===== config.mk =====
export PLATFORM = sky130hd
export DESIGN_NAME = xchg_neighbour_unit
export DESIGN_NICKNAME = d
export VERILOG_FILES = /design/src/rtl/xchg_pkg.sv /design/src/rtl/xchg_fifo.sv /design/src/rtl/xchg_ratio.sv /design/src/rtl/xchg_neighbour_unit.sv
export SDC_FILE = /design/constraint.sdc
export NUM_CORES = 2
export LEC_CHECK = 0
export BUFFER_PORTS_ARGS = -buffer_cell sky130_fd_sc_hd__buf_2
export CORE_MARGIN = 1
export CORE_UTILIZATION = 45
export CTS_CLUSTER_DIAMETER = 80
export DETAILED_ROUTE_END_ITERATION = 10
export GPL_ROUTABILITY_DRIVEN = 0
export PLACE_DENSITY = 0.65
export SYNTH_ARGS = -nofsm -noshare
export SYNTH_HDL_FRONTEND = slang
export SYNTH_SLANG_ARGS = --single-unit

===== constraint.sdc =====
create_clock -name clk -period 6.8 [get_ports clk]
set_clock_uncertainty 0.05 [all_clocks]
set_input_delay 0.68 -clock clk [delete_from_list [all_inputs] [get_ports clk]]
set_output_delay 0.68 -clock clk [all_outputs]
set_load 0.005 [all_outputs]

===== src/rtl/xchg_pkg.sv =====
`timescale 1ns/1ps
package xchg_pkg;

  typedef enum logic [1:0] {
    ROLE_SOLO  = 2'd0,
    ROLE_LOWER = 2'd1,
    ROLE_UPPER = 2'd2
  } role_e;

  // Role of a chain index under the current pairing offset.
  function automatic role_e pair_role(input int unsigned idx,
                                      input logic        odd_ph,
                                      input int unsigned nchain);
    logic opens;
    opens = (idx[0] == odd_ph);
    if (opens && ((idx + 1) < nchain)) return ROLE_LOWER;
    if (!opens && (idx >= 1)) return ROLE_UPPER;
    return ROLE_SOLO;
  endfunction

endpackage


===== src/rtl/xchg_fifo.sv =====
`timescale 1ns/1ps
module xchg_fifo #(
  parameter int W     = 8,
  parameter int DEPTH = 2
) (
  input  logic         clk,
  input  logic         rst,
  input  logic         push,
  input  logic [W-1:0] din,
  input  logic         pop,
  output logic [W-1:0] dout,
  output logic         empty
);
  localparam int AW = (DEPTH > 1) ? $clog2(DEPTH) : 1;

  logic [W-1:0] mem [DEPTH];
  logic [AW-1:0] wp, rp;
  logic [AW:0]   cnt;

  function automatic logic [AW-1:0] step(input logic [AW-1:0] p);
    return (p == AW'(DEPTH - 1)) ? '0 : p + AW'(1);
  endfunction

  always_ff @(posedge clk) begin
    if (push) mem[wp] <= din;
  end

  always_ff @(posedge clk) begin
    if (rst) begin
      wp  <= '0;
      rp  <= '0;
      cnt <= '0;
    end else begin
      if (push) wp <= step(wp);
      if (pop)  rp <= step(rp);
      cnt <= cnt + (AW+1)'(push) - (AW+1)'(pop);
    end
  end

  assign dout  = mem[rp];
  assign empty = (cnt == '0);
endmodule


===== src/rtl/xchg_ratio.sv =====
`timescale 1ns/1ps
module xchg_ratio #(
  parameter int LW   = 16,
  parameter int TW   = 10,
  parameter int FRAC = 8,
  parameter int PAYW = 8,
  localparam int PW  = LW + TW + 1,
  localparam int SW2 = PW + 1,
  localparam int DW  = PW + 2
) (
  input  logic                 clk,
  input  logic                 rst,
  input  logic                 go,
  input  logic [TW-1:0]        t_lo,
  input  logic [TW-1:0]        t_hi,
  input  logic signed [LW-1:0] l_lo,
  input  logic signed [LW-1:0] l_hi,
  input  logic signed [LW-1:0] rnd,
  input  logic [PAYW-1:0]      pay_i,
  output logic                 vld_o,
  output logic signed [DW-1:0] dif_o,
  output logic signed [DW-1:0] thr_o,
  output logic [PAYW-1:0]      pay_o
);
  function automatic logic signed [PW-1:0] tl(input logic [TW-1:0] t,
                                              input logic signed [LW-1:0] l);
    logic signed [PW-1:0] te, le;
    te = $signed({{(PW-TW){1'b0}}, t});
    le = $signed({{(PW-LW){l[LW-1]}}, l});
    return te * le;
  endfunction

  logic signed [DW-1:0] thr0;
  always_comb begin
    thr0 = $signed({{(DW-LW){rnd[LW-1]}}, rnd});
    thr0 = thr0 <<< FRAC;
  end

  // stage 1: four products
  logic                 v1;
  logic signed [PW-1:0] xa1, xb1, oa1, ob1;
  logic signed [DW-1:0] thr1;
  logic [PAYW-1:0]      pay1;
  // stage 2: cross and own sums
  logic                  v2;
  logic signed [SW2-1:0] num2, den2;
  logic signed [DW-1:0]  thr2;
  logic [PAYW-1:0]       pay2;
  // stage 3: log ratio
  logic                 v3;
  logic signed [DW-1:0] dif3, thr3;
  logic [PAYW-1:0]      pay3;

  always_ff @(posedge clk) begin
    if (rst) begin
      v1 <= 1'b0;
      v2 <= 1'b0;
      v3 <= 1'b0;
    end else begin
      v1 <= go;
      v2 <= v1;
      v3 <= v2;
    end
  end

  always_ff @(posedge clk) begin
    xa1  <= tl(t_lo, l_hi);
    xb1  <= tl(t_hi, l_lo);
    oa1  <= tl(t_lo, l_lo);
    ob1  <= tl(t_hi, l_hi);
    thr1 <= thr0;
    pay1 <= pay_i;

    num2 <= $signed({xa1[PW-1], xa1}) + $signed({xb1[PW-1], xb1});
    den2 <= $signed({oa1[PW-1], oa1}) + $signed({ob1[PW-1], ob1});
    thr2 <= thr1;
    pay2 <= pay1;

    dif3 <= $signed({num2[SW2-1], num2}) - $signed({den2[SW2-1], den2});
    thr3 <= thr2;
    pay3 <= pay2;
  end

  assign vld_o = v3;
  assign dif_o = dif3;
  assign thr_o = thr3;
  assign pay_o = pay3;
endmodule


===== src/rtl/xchg_neighbour_unit.sv =====
`timescale 1ns/1ps
module xchg_neighbour_unit #(
  parameter int NCHAIN     = 5,
  parameter int SMP_W      = 16,
  parameter int LP_W       = 16,
  parameter int TMP_W      = 10,
  parameter int FRAC       = 8,
  parameter int FIFO_DEPTH = 2,
  localparam int IDX_W     = (NCHAIN > 1) ? $clog2(NCHAIN) : 1
) (
  input  logic                    clk,
  input  logic                    rst,
  input  logic                    in_valid,
  input  logic [IDX_W-1:0]        in_idx,
  input  logic [SMP_W-1:0]        in_sample,
  input  logic signed [LP_W-1:0]  in_logp,
  input  logic [TMP_W-1:0]        in_temp,
  input  logic signed [LP_W-1:0]  in_rnd,
  output logic                    wb_valid_a,
  output logic [IDX_W-1:0]        wb_idx_a,
  output logic [SMP_W-1:0]        wb_sample_a,
  output logic signed [LP_W-1:0]  wb_logp_a,
  output logic                    wb_valid_b,
  output logic [IDX_W-1:0]        wb_idx_b,
  output logic [SMP_W-1:0]        wb_sample_b,
  output logic signed [LP_W-1:0]  wb_logp_b,
  output logic                    wb_swapped,
  output logic                    iter_done,
  output logic                    odd_pairing
);
  import xchg_pkg::*;

  localparam int PW     = LP_W + TMP_W + 1;
  localparam int DW     = PW + 2;
  localparam int HOLD_W = SMP_W + LP_W + TMP_W;
  localparam logic [IDX_W-1:0] LAST = IDX_W'(NCHAIN - 1);

  typedef struct packed {
    logic             solo;
    logic [IDX_W-1:0] idx;
    logic [SMP_W-1:0] s_lo;
    logic [LP_W-1:0]  l_lo;
    logic [SMP_W-1:0] s_hi;
    logic [LP_W-1:0]  l_hi;
  } pay_t;
  localparam int PAYW = $bits(pay_t);

  // pairing offset
  logic phase;
  always_ff @(posedge clk) begin
    if (rst)                             phase <= 1'b0;
    else if (in_valid && in_idx == LAST) phase <= ~phase;
  end
  assign odd_pairing = phase;

  role_e role;
  assign role = pair_role(32'(in_idx), phase, 32'(NCHAIN));

  // hold buffer for the lower partner
  logic              hold_push, hold_pop, hold_empty;
  logic [HOLD_W-1:0] hold_din, hold_dout;
  logic [SMP_W-1:0]  h_smp;
  logic [LP_W-1:0]   h_lp;
  logic [TMP_W-1:0]  h_tmp;

  assign hold_push = in_valid && (role == ROLE_LOWER);
  assign hold_pop  = in_valid && (role == ROLE_UPPER) && !hold_empty;
  assign hold_din  = {in_sample, in_logp, in_temp};
  assign {h_smp, h_lp, h_tmp} = hold_dout;

  xchg_fifo #(.W(HOLD_W), .DEPTH(FIFO_DEPTH)) hold_i (
    .clk  (clk),
    .rst  (rst),
    .push (hold_push),
    .din  (hold_din),
    .pop  (hold_pop),
    .dout (hold_dout),
    .empty(hold_empty)
  );

  // launch into the ratio pipeline
  logic              launch, solo_in;
  pay_t              pay_in;
  logic [TMP_W-1:0]  t_lo, t_hi;

  assign launch  = in_valid && (role != ROLE_LOWER);
  assign solo_in = (role == ROLE_SOLO) || hold_empty;

  always_comb begin
    pay_in.solo = solo_in;
    pay_in.idx  = solo_in ? in_idx : in_idx - IDX_W'(1);
    pay_in.s_lo = solo_in ? in_sample : h_smp;
    pay_in.l_lo = solo_in ? in_logp   : h_lp;
    pay_in.s_hi = solo_in ? '0 : in_sample;
    pay_in.l_hi = solo_in ? '0 : in_logp;
    t_lo        = solo_in ? '0 : h_tmp;
    t_hi        = solo_in ? '0 : in_temp;
  end

  logic                 r_v;
  logic signed [DW-1:0] r_dif, r_thr;
  pay_t                 r_pay;

  xchg_ratio #(.LW(LP_W), .TW(TMP_W), .FRAC(FRAC), .PAYW(PAYW)) ratio_i (
    .clk  (clk),
    .rst  (rst),
    .go   (launch),
    .t_lo (t_lo),
    .t_hi (t_hi),
    .l_lo ($signed(pay_in.l_lo)),
    .l_hi ($signed(pay_in.l_hi)),
    .rnd  (in_rnd),
    .pay_i(pay_in),
    .vld_o(r_v),
    .dif_o(r_dif),
    .thr_o(r_thr),
    .pay_o(r_pay)
  );

  // compare and write-back register
  logic             accept, swap;
  logic [IDX_W-1:0] top_idx;
  assign accept  = (r_dif >= r_thr);
  assign swap    = !r_pay.solo && accept;
  assign top_idx = r_pay.solo ? r_pay.idx : r_pay.idx + IDX_W'(1);

  always_ff @(posedge clk) begin
    if (rst) begin
      wb_valid_a  <= 1'b0;
      wb_valid_b  <= 1'b0;
      wb_swapped  <= 1'b0;
      iter_done   <= 1'b0;
      wb_idx_a    <= '0;
      wb_idx_b    <= '0;
      wb_sample_a <= '0;
      wb_sample_b <= '0;
      wb_logp_a   <= '0;
      wb_logp_b   <= '0;
    end else begin
      wb_valid_a <= r_v;
      wb_valid_b <= r_v && !r_pay.solo;
      wb_swapped <= r_v && swap;
      iter_done  <= r_v && (top_idx == LAST);
      if (r_v) begin
        wb_idx_a    <= r_pay.idx;
        wb_idx_b    <= r_pay.idx + IDX_W'(1);
        wb_sample_a <= swap ? r_pay.s_hi : r_pay.s_lo;
        wb_logp_a   <= swap ? r_pay.l_hi : r_pay.l_lo;
        wb_sample_b <= swap ? r_pay.s_lo : r_pay.s_hi;
        wb_logp_b   <= swap ? r_pay.l_lo : r_pay.l_hi;
      end
    end
  end
endmodule


; ---- After elaboration in Yosys (flattened, before gate mapping)
; Memories as Yosys holds them, arrays and structs flattened. A register that Yosys moved wholly into a read port is not among the register bits.
; Cells that the tools add are included.
[classes]
addsub = 10
mul = 4
div = 0
n_lt_le_gt_ge = 3
eq_ne = 6
n_shift = 0
n_mux = 24
n_bitwise = 1
n_reduce_logical = 17
[ops]
columns = cell, count
row1 = 2-to-1 mux 16 bit, 7
row2 = multiplier 11 x 16 -> 27 bit, 4
row3 = adder 27 x 27 -> 28 bit, 2
row4 = >= comparator 29 x 24 -> 1 bit, 1
row5 = subtractor 28 x 28 -> 29 bit, 1
row6 = 2-to-1 mux 10 bit, 2
row7 = logical AND 1 bit, 11
row8 = 2-to-1 mux 1 bit, 9
row9 = 2-to-1 mux 2 bit, 4
row10 = "== test 3 bit, second input constant", 2
row11 = 2-to-1 mux 3 bit, 2
row12 = "adder 3 x 1 -> 4 bit, second input constant", 1
row13 = zero test 2 bit, 2
row14 = "< comparator 4 x 3 -> 1 bit, second input constant", 1
row15 = "adder 3 x 1 -> 3 bit, second input constant", 1
row16 = ">= comparator 3 x 1 -> 1 bit, second input constant", 1
row17 = zero test 1 bit, 3
row18 = "subtractor 3 x 1 -> 3 bit, second input constant", 1
row19 = "adder 1 bit, second input constant", 2
row20 = adder 2 x 1 -> 2 bit, 1
row21 = "== test 2 x 1 -> 1 bit, second input constant", 1
row22 = "== test 2 bit, second input constant", 1
row23 = "inequality test 2 x 1 -> 1 bit, second input constant", 1
row24 = subtractor 2 x 1 -> 2 bit, 1
row25 = 3 further kinds, 3
[totals]
reg_bits = 527
latchBits = 0
mem_bits_rw = 84
romBits = 0
input_bits = 64
out_inout_bits = 75
word_cells = 97
n_memories = 1
[mem_list]
columns = memory, depth, word_bits, read_ports, rd_ports_with_merged_regs, wr, line_no
row1 = hold_i.mem, 2, 42, 1, 1, 1, xchg_fifo.sv:16  ; logic [W-1:0] mem [DEPTH];

; ---- Depth between registers and ports, before layout
[depth]
ltp_word = 12
mapped_depth = 32
depth_no_buf = 29

; ---- Hierarchy
; From an unflattened synthesis, not the netlist that was laid out.
[hier_totals]
cells_unflattened = 4707
hier_area_um2 = 46254.4
[modules_own_cells]
columns = mod, instances, cells_per_inst, area_each_um2, seq_area_each_um2
row1 = xchg_ratio, 1, 3910, 37511.0, 8968.6
row2 = xchg_neighbour_unit, 1, 646, 5296.3, 1501.4
row3 = xchg_fifo, 1, 151, 3447.1, 2622.5

; ---- Least setup slack after synthesis
; No wires, ideal clock.
[synth_path]
kind = input port to flip-flop
startpoint = in in_idx[0]
endpoint = reg ratio_i.oa1[25]
setup_ps = 72
arrival_time_ps = 6933
t_required_ps = 6678
slack_ps = -255
path_stages = 28
path_buffers = 3
path_cell_list = ha_1 -> inv_1 -> a221oi_1 -> o22a_1 -> buf_2 -> inv_1 -> clkbuf_1 -> nor2_1 -> clkbuf_1 -> nand2_1 -> fa_1 -> inv_1 -> fa_1 -> inv_1 -> fa_1 -> fa_1 -> fa_1 -> inv_1 -> ha_1 -> a21oi_1 -> o21ai_0 -> a2111oi_0 -> o211ai_1 -> a31oi_1 -> o21bai_1 -> a211o_1 -> a21oi_1 -> xnor2_1
[synth_between]
elab_chain_len = 11
elab_cells_between_ends = 18
classes_between = add/sub: 1 / mul: 1 / order compare: 2 / eq/ne: 1 / mux: 8 / reduce/logical: 5
[synth_rtl]
columns = element, line_no
row1 = from (decl), xchg_neighbour_unit.sv:14  ; input logic [IDX_W-1:0] in_idx,
row2 = branches (longest 6 deep; another with adder 3 x 1 -> 4 bit), n/a
row3 = 2-to-1 mux 2 bit *, xchg_pkg.sv:17  ; if (!opens && (idx >= 1)) return ROLE_UPPER;
row4 = zero test 2 bit *, xchg_neighbour_unit.sv:87  ; assign solo_in = (role == ROLE_SOLO) || hold_empty;
row5 = logical OR 1 bit *, xchg_neighbour_unit.sv:87
row6 = 2-to-1 mux 10 bit / 2-to-1 mux 16 bit (equally long branches), "xchg_neighbour_unit.sv:96, xchg_neighbour_unit.sv:93"
row7 = multiplier 11 x 16 -> 27 bit *, xchg_ratio.sv:30  ; return te * le;
row8 = to (signal assigned), xchg_ratio.sv:69  ; oa1 <= tl(t_lo, l_lo);
row9 = to (decl), xchg_ratio.sv:41  ; logic signed [PW-1:0] xa1, xb1, oa1, ob1;
; Mark *: on every way between the ends. The select of a mux whose other input is x is not followed.
; A chain may end at the register's enable or synchronous reset.

; ---- Worst setup path in the final report
[layout_path]
startpoint = in in_idx[1]
endpoint = reg ratio_i.xb1[23]
[layout_between]
elab_chain_len = 10
elab_cells_between_ends = 16
classes_between = add/sub: 1 / mul: 1 / order compare: 2 / mux: 8 / reduce/logical: 4
[layout_rtl]
columns = element, line_no
row1 = branches (longest 5 deep; another with adder 3 x 1 -> 4 bit), n/a
row2 = 2-to-1 mux 2 bit *, xchg_pkg.sv:17
row3 = zero test 2 bit *, xchg_neighbour_unit.sv:87
row4 = logical OR 1 bit *, xchg_neighbour_unit.sv:87
row5 = 2-to-1 mux 10 bit / 2-to-1 mux 16 bit (equally long branches), "xchg_neighbour_unit.sv:97, xchg_neighbour_unit.sv:93"
row6 = multiplier 11 x 16 -> 27 bit *, xchg_ratio.sv:30
row7 = to (signal assigned), xchg_ratio.sv:68  ; xb1 <= tl(t_hi, l_lo);
row8 = to (decl), xchg_ratio.sv:41
; Marked as above.

==> results.sh <==
export IMPL_synth_cell_type_count=75
export IMPL_status="completed"
export IMPL_cts_buffers_inserted=70
export IMPL_tns_ps=0
export IMPL_cp_required_ps=7330
export IMPL_async_reset_ff_frac=0
export IMPL_worst_path_buf_inv=10
export IMPL_cts_root_buf="clkbuf_16"
export IMPL_synth_top_cell_area_share=0.259
export IMPL_ys_ff_latch=612
export IMPL_dieArea_sq_mm=0.101
export IMPL_cts_tree="done"
export IMPL_yosys_top_cells_area="fa_1 (26%), dfxtp_1 (23%), ha_1 (9.8%), inv_1 (7.5%), edfxtp_1 (5.6%)"
export IMPL_fp_coreArea_sq_mm=0.0989
export IMPL_wirelength_um=118000
export IMPL_grt_start_max_net_pins=90
export IMPL_track_usage=0.241
export IMPL_end_kind="register"
export IMPL_power_uw=16100
export IMPL_period_minus_slack_ps=6590
export IMPL_drive_above_1_share=0.151
export IMPL_cts_clk_slew_worst_paths_ps=60
export IMPL_worstSetupStartpointType="input port"
export IMPL_hold_path_class="in -> reg"
export IMPL_setup_viol=0
export IMPL_drtIter0Drc=2495
export IMPL_worst_path_max_fanout=20
export IMPL_yosysWarnings=0
export IMPL_synth_cells=4646
export IMPL_ir_drop_mv=0.180
export IMPL_syn_to_final_growth_pct=16.9
export IMPL_hold_violations=0
export IMPL_die_x_um=319
export IMPL_synth_area_per_cell_sq_um=9.70
export IMPL_syn_nets=5647
export IMPL_maxCapViolCount=0
export IMPL_via_per_inst=5.14
export IMPL_synth_ff_type="dfxtp_1"
export IMPL_arrival_ps=7120
export IMPL_cts_max_path_buffers=3
export IMPL_stdcell_count=6483
export IMPL_maxSlewViolCount=0
export IMPL_fp_row_count=115
export IMPL_first_global_vias=34000
export IMPL_post_route_util=0.533
export IMPL_cp_slowest_cell="fa_1"
export IMPL_die_h_um=319
export IMPL_ant_nets=0
export IMPL_critical_path_class="in -> reg"
export IMPL_fmax_mhz=152
export IMPL_clock_latency_ps=660
export IMPL_drc=0
export IMPL_wl_per_cell_um=18.2
export IMPL_syn_area_sq_mm=0.0451
export IMPL_cts_hold_buf=0
export IMPL_hold_ws_ps=82.7
export IMPL_yosysSeqAreaShare=0.290
export IMPL_max_slew_margin_rel=0.259
export IMPL_synth_edf_count=84
export IMPL_p_per_area_mw_per_mm2=305
export IMPL_vias=33300
export IMPL_rsz0062_at_grt="true"
export IMPL_cp_top_family="adder cells"
export IMPL_tightest_slew_ps=1100
export IMPL_synth_area_leader_cell="fa_1"
export IMPL_dp_hpwl_um=95300
export IMPL_antenna_found_initial=6
export IMPL_initial_core_util=0.456
export IMPL_ios=139
export IMPL_h_tree_depth=3
export IMPL_place_port_buffers=138
export IMPL_finalCritPeriodShare=0.969
export IMPL_p_leak_uw=0.0271
export IMPL_dr_pass1_iters=6
export IMPL_grt_overflow_total=0
export IMPL_slowest_delay_ps=540
export IMPL_cts_num_sinks=612
export IMPL_grt_pass1_wl_um=188000
export IMPL_dpl_cell_count=6353
export IMPL_nets=6141
-- sequential cells by signal, indices dropped and copies added (netlist names), 27 cells and up, named ones only --
| register | count |
|---|---|
| ratio_i.pay2 | 68 |
| ratio_i.pay_o | 68 |
| ratio_i.oa1 | 27 |
| ratio_i.dif_o | 29 |
| ratio_i.xb1 | 27 |
| ratio_i.ob1 | 27 |
| hold_i.mem | 84 |
| ratio_i.num2 | 28 |
| ratio_i.xa1 | 27 |
| ratio_i.den2 | 28 |
| ratio_i.pay1 | 68 |
-- synthesized netlist by cell type (5+ instances only) --
master,count
nor2_1,338
and3_1,125
ha_1,354
a21o_1,85
dfxtp_1,528
mux2_2,21
o211ai_1,10
nor3_1,43
a211o_1,6
nor2b_1,22
buf_6,6
o21bai_1,22
a21oi_1,135
nand4_1,23
edfxtp_1,84
xnor2_1,134
nand2b_1,31
and2_1,43
or2_2,6
or3_1,10
o31ai_1,10
mux2i_1,108
inv_1,901
o21a_1,28
o21ai_0,96
a31oi_1,13
fa_1,583
nand3_1,30
nand3b_1,7
buf_2,10
xor2_1,44
a211oi_1,79
o31a_1,5
buf_1,11
nor4_1,12
clkbuf_1,123
nand2_1,477
a31o_2,5
a21boi_0,6
-- per-stage QoR --
| stage | area [sq um] | setup slack, ps |
|---|---|---|
| finish | 52700 | 208 |
| global placement | 50200 | -551 |
| global route | 52700 | -43.1 |
| floorplan | 45100 | 0.546 |
| detailed placement | 50200 | -627 |
| CTS | 52500 | 24.9 |
-- path summary, 6_finish.rpt --
path | start | slack, ps | depth (start not counted) | endpoint
hold / removal | in_rnd[14] | 80 | 1 | ratio_i.thr1[22]$_DFF_P_
hold reg to reg | ratio_i.pay1[13]$_DFF_P_ | 270 | 0 | ratio_i.pay2[13]$_DFF_P_
setup / recovery | in_idx[1] | 210 | 29 | ratio_i.xb1[23]$_DFF_P_
setup reg to reg | odd_pairing$_SDFFE_PP0P_ | 230 | 26 | ratio_i.xb1[23]$_DFF_P_
-- worst reg2reg max path, delay by kind of cell, from the launching register on --
kind / cells / cell delay [ps]
flip-flops: 1 / 380
buffers and inverters: 8 / 1020
adder cells (fa/ha/maj): 6 / 2590
XOR/XNOR: 1 / 130
AO/OA/AOI/OAI: 7 / 1610
AND/OR/NAND/NOR: 4 / 720
-- routing by layer --
layer  vias up  share of wire  global-route usage
li1      15700              -                   -
met1     16300           0.41               0.313
met2      1126           0.44               0.375
met3       224          0.080              0.0455
met4         2          0.065               0.142
met5         -        0.00010                   0
-- power breakdown --
group	switching [uW]	internal, uW
registers	343	4430
clock network	1550	2160
logic	4290	3280
-- logic make-up (layout without fill, tap and decap cells) --
family,count (synthesis),after routing,synth area share
buffers and inverters,1054,1602,0.0891
AND/OR/NAND/NOR,1182,1182,0.118
XOR/XNOR,178,178,0.0346
other,0,2,0
multiplexers,130,130,0.0295
adder cells (fa/ha/maj),937,937,0.357
AO/OA/AOI/OAI,553,553,0.0817
flip-flops,612,612,0.290
-- placed cells by master (no fill, tap or decap), drive strengths merged, types with 6 or more instances in the layout --
cell type / n
o21a: 28
or3: 10
inv: 912
ha: 354
a211o: 6
o21bai: 22
and3: 125
nor2: 338
nand3b: 7
nor4: 12
nand2: 477
o31ai: 11
o211ai: 10
or2: 6
o41ai: 6
a21o: 85
a31oi: 13
clkinv: 20
a2111oi: 7
mux2: 22
a21boi: 7
edfxtp: 84
nand2b: 31
nand4: 23
fa: 583
and2: 43
mux2i: 108
nor3: 43
nor2b: 22
clkbuf: 94
a21oi: 137
xnor2: 134
buf: 572
dfxtp: 528
nand3: 30
o21ai: 101
a211oi: 79
xor2: 44
-- timing repair --
item	CTS	global route
setup buffers	0	1
pin swaps	0	9
gates resized for setup	3	56
cloned	0	1
endpoints found under the setup margin	4	35
-- area by class of cell --
class / instances / area [sq um]
Timing Repair Buffer: 573 / 4060
Clock buffer: 93 / 1980
Inverter: 903 / 3400
Sequential cell: 612 / 13100
Fill cell: 8818 / 46200
Tap cell: 1287 / 1610
Clock inverter: 33 / 320
Antenna cell: 2 / 5.00
Multi-Input combinational cell: 2980 / 28200
(Power assumes the default switching activity.)
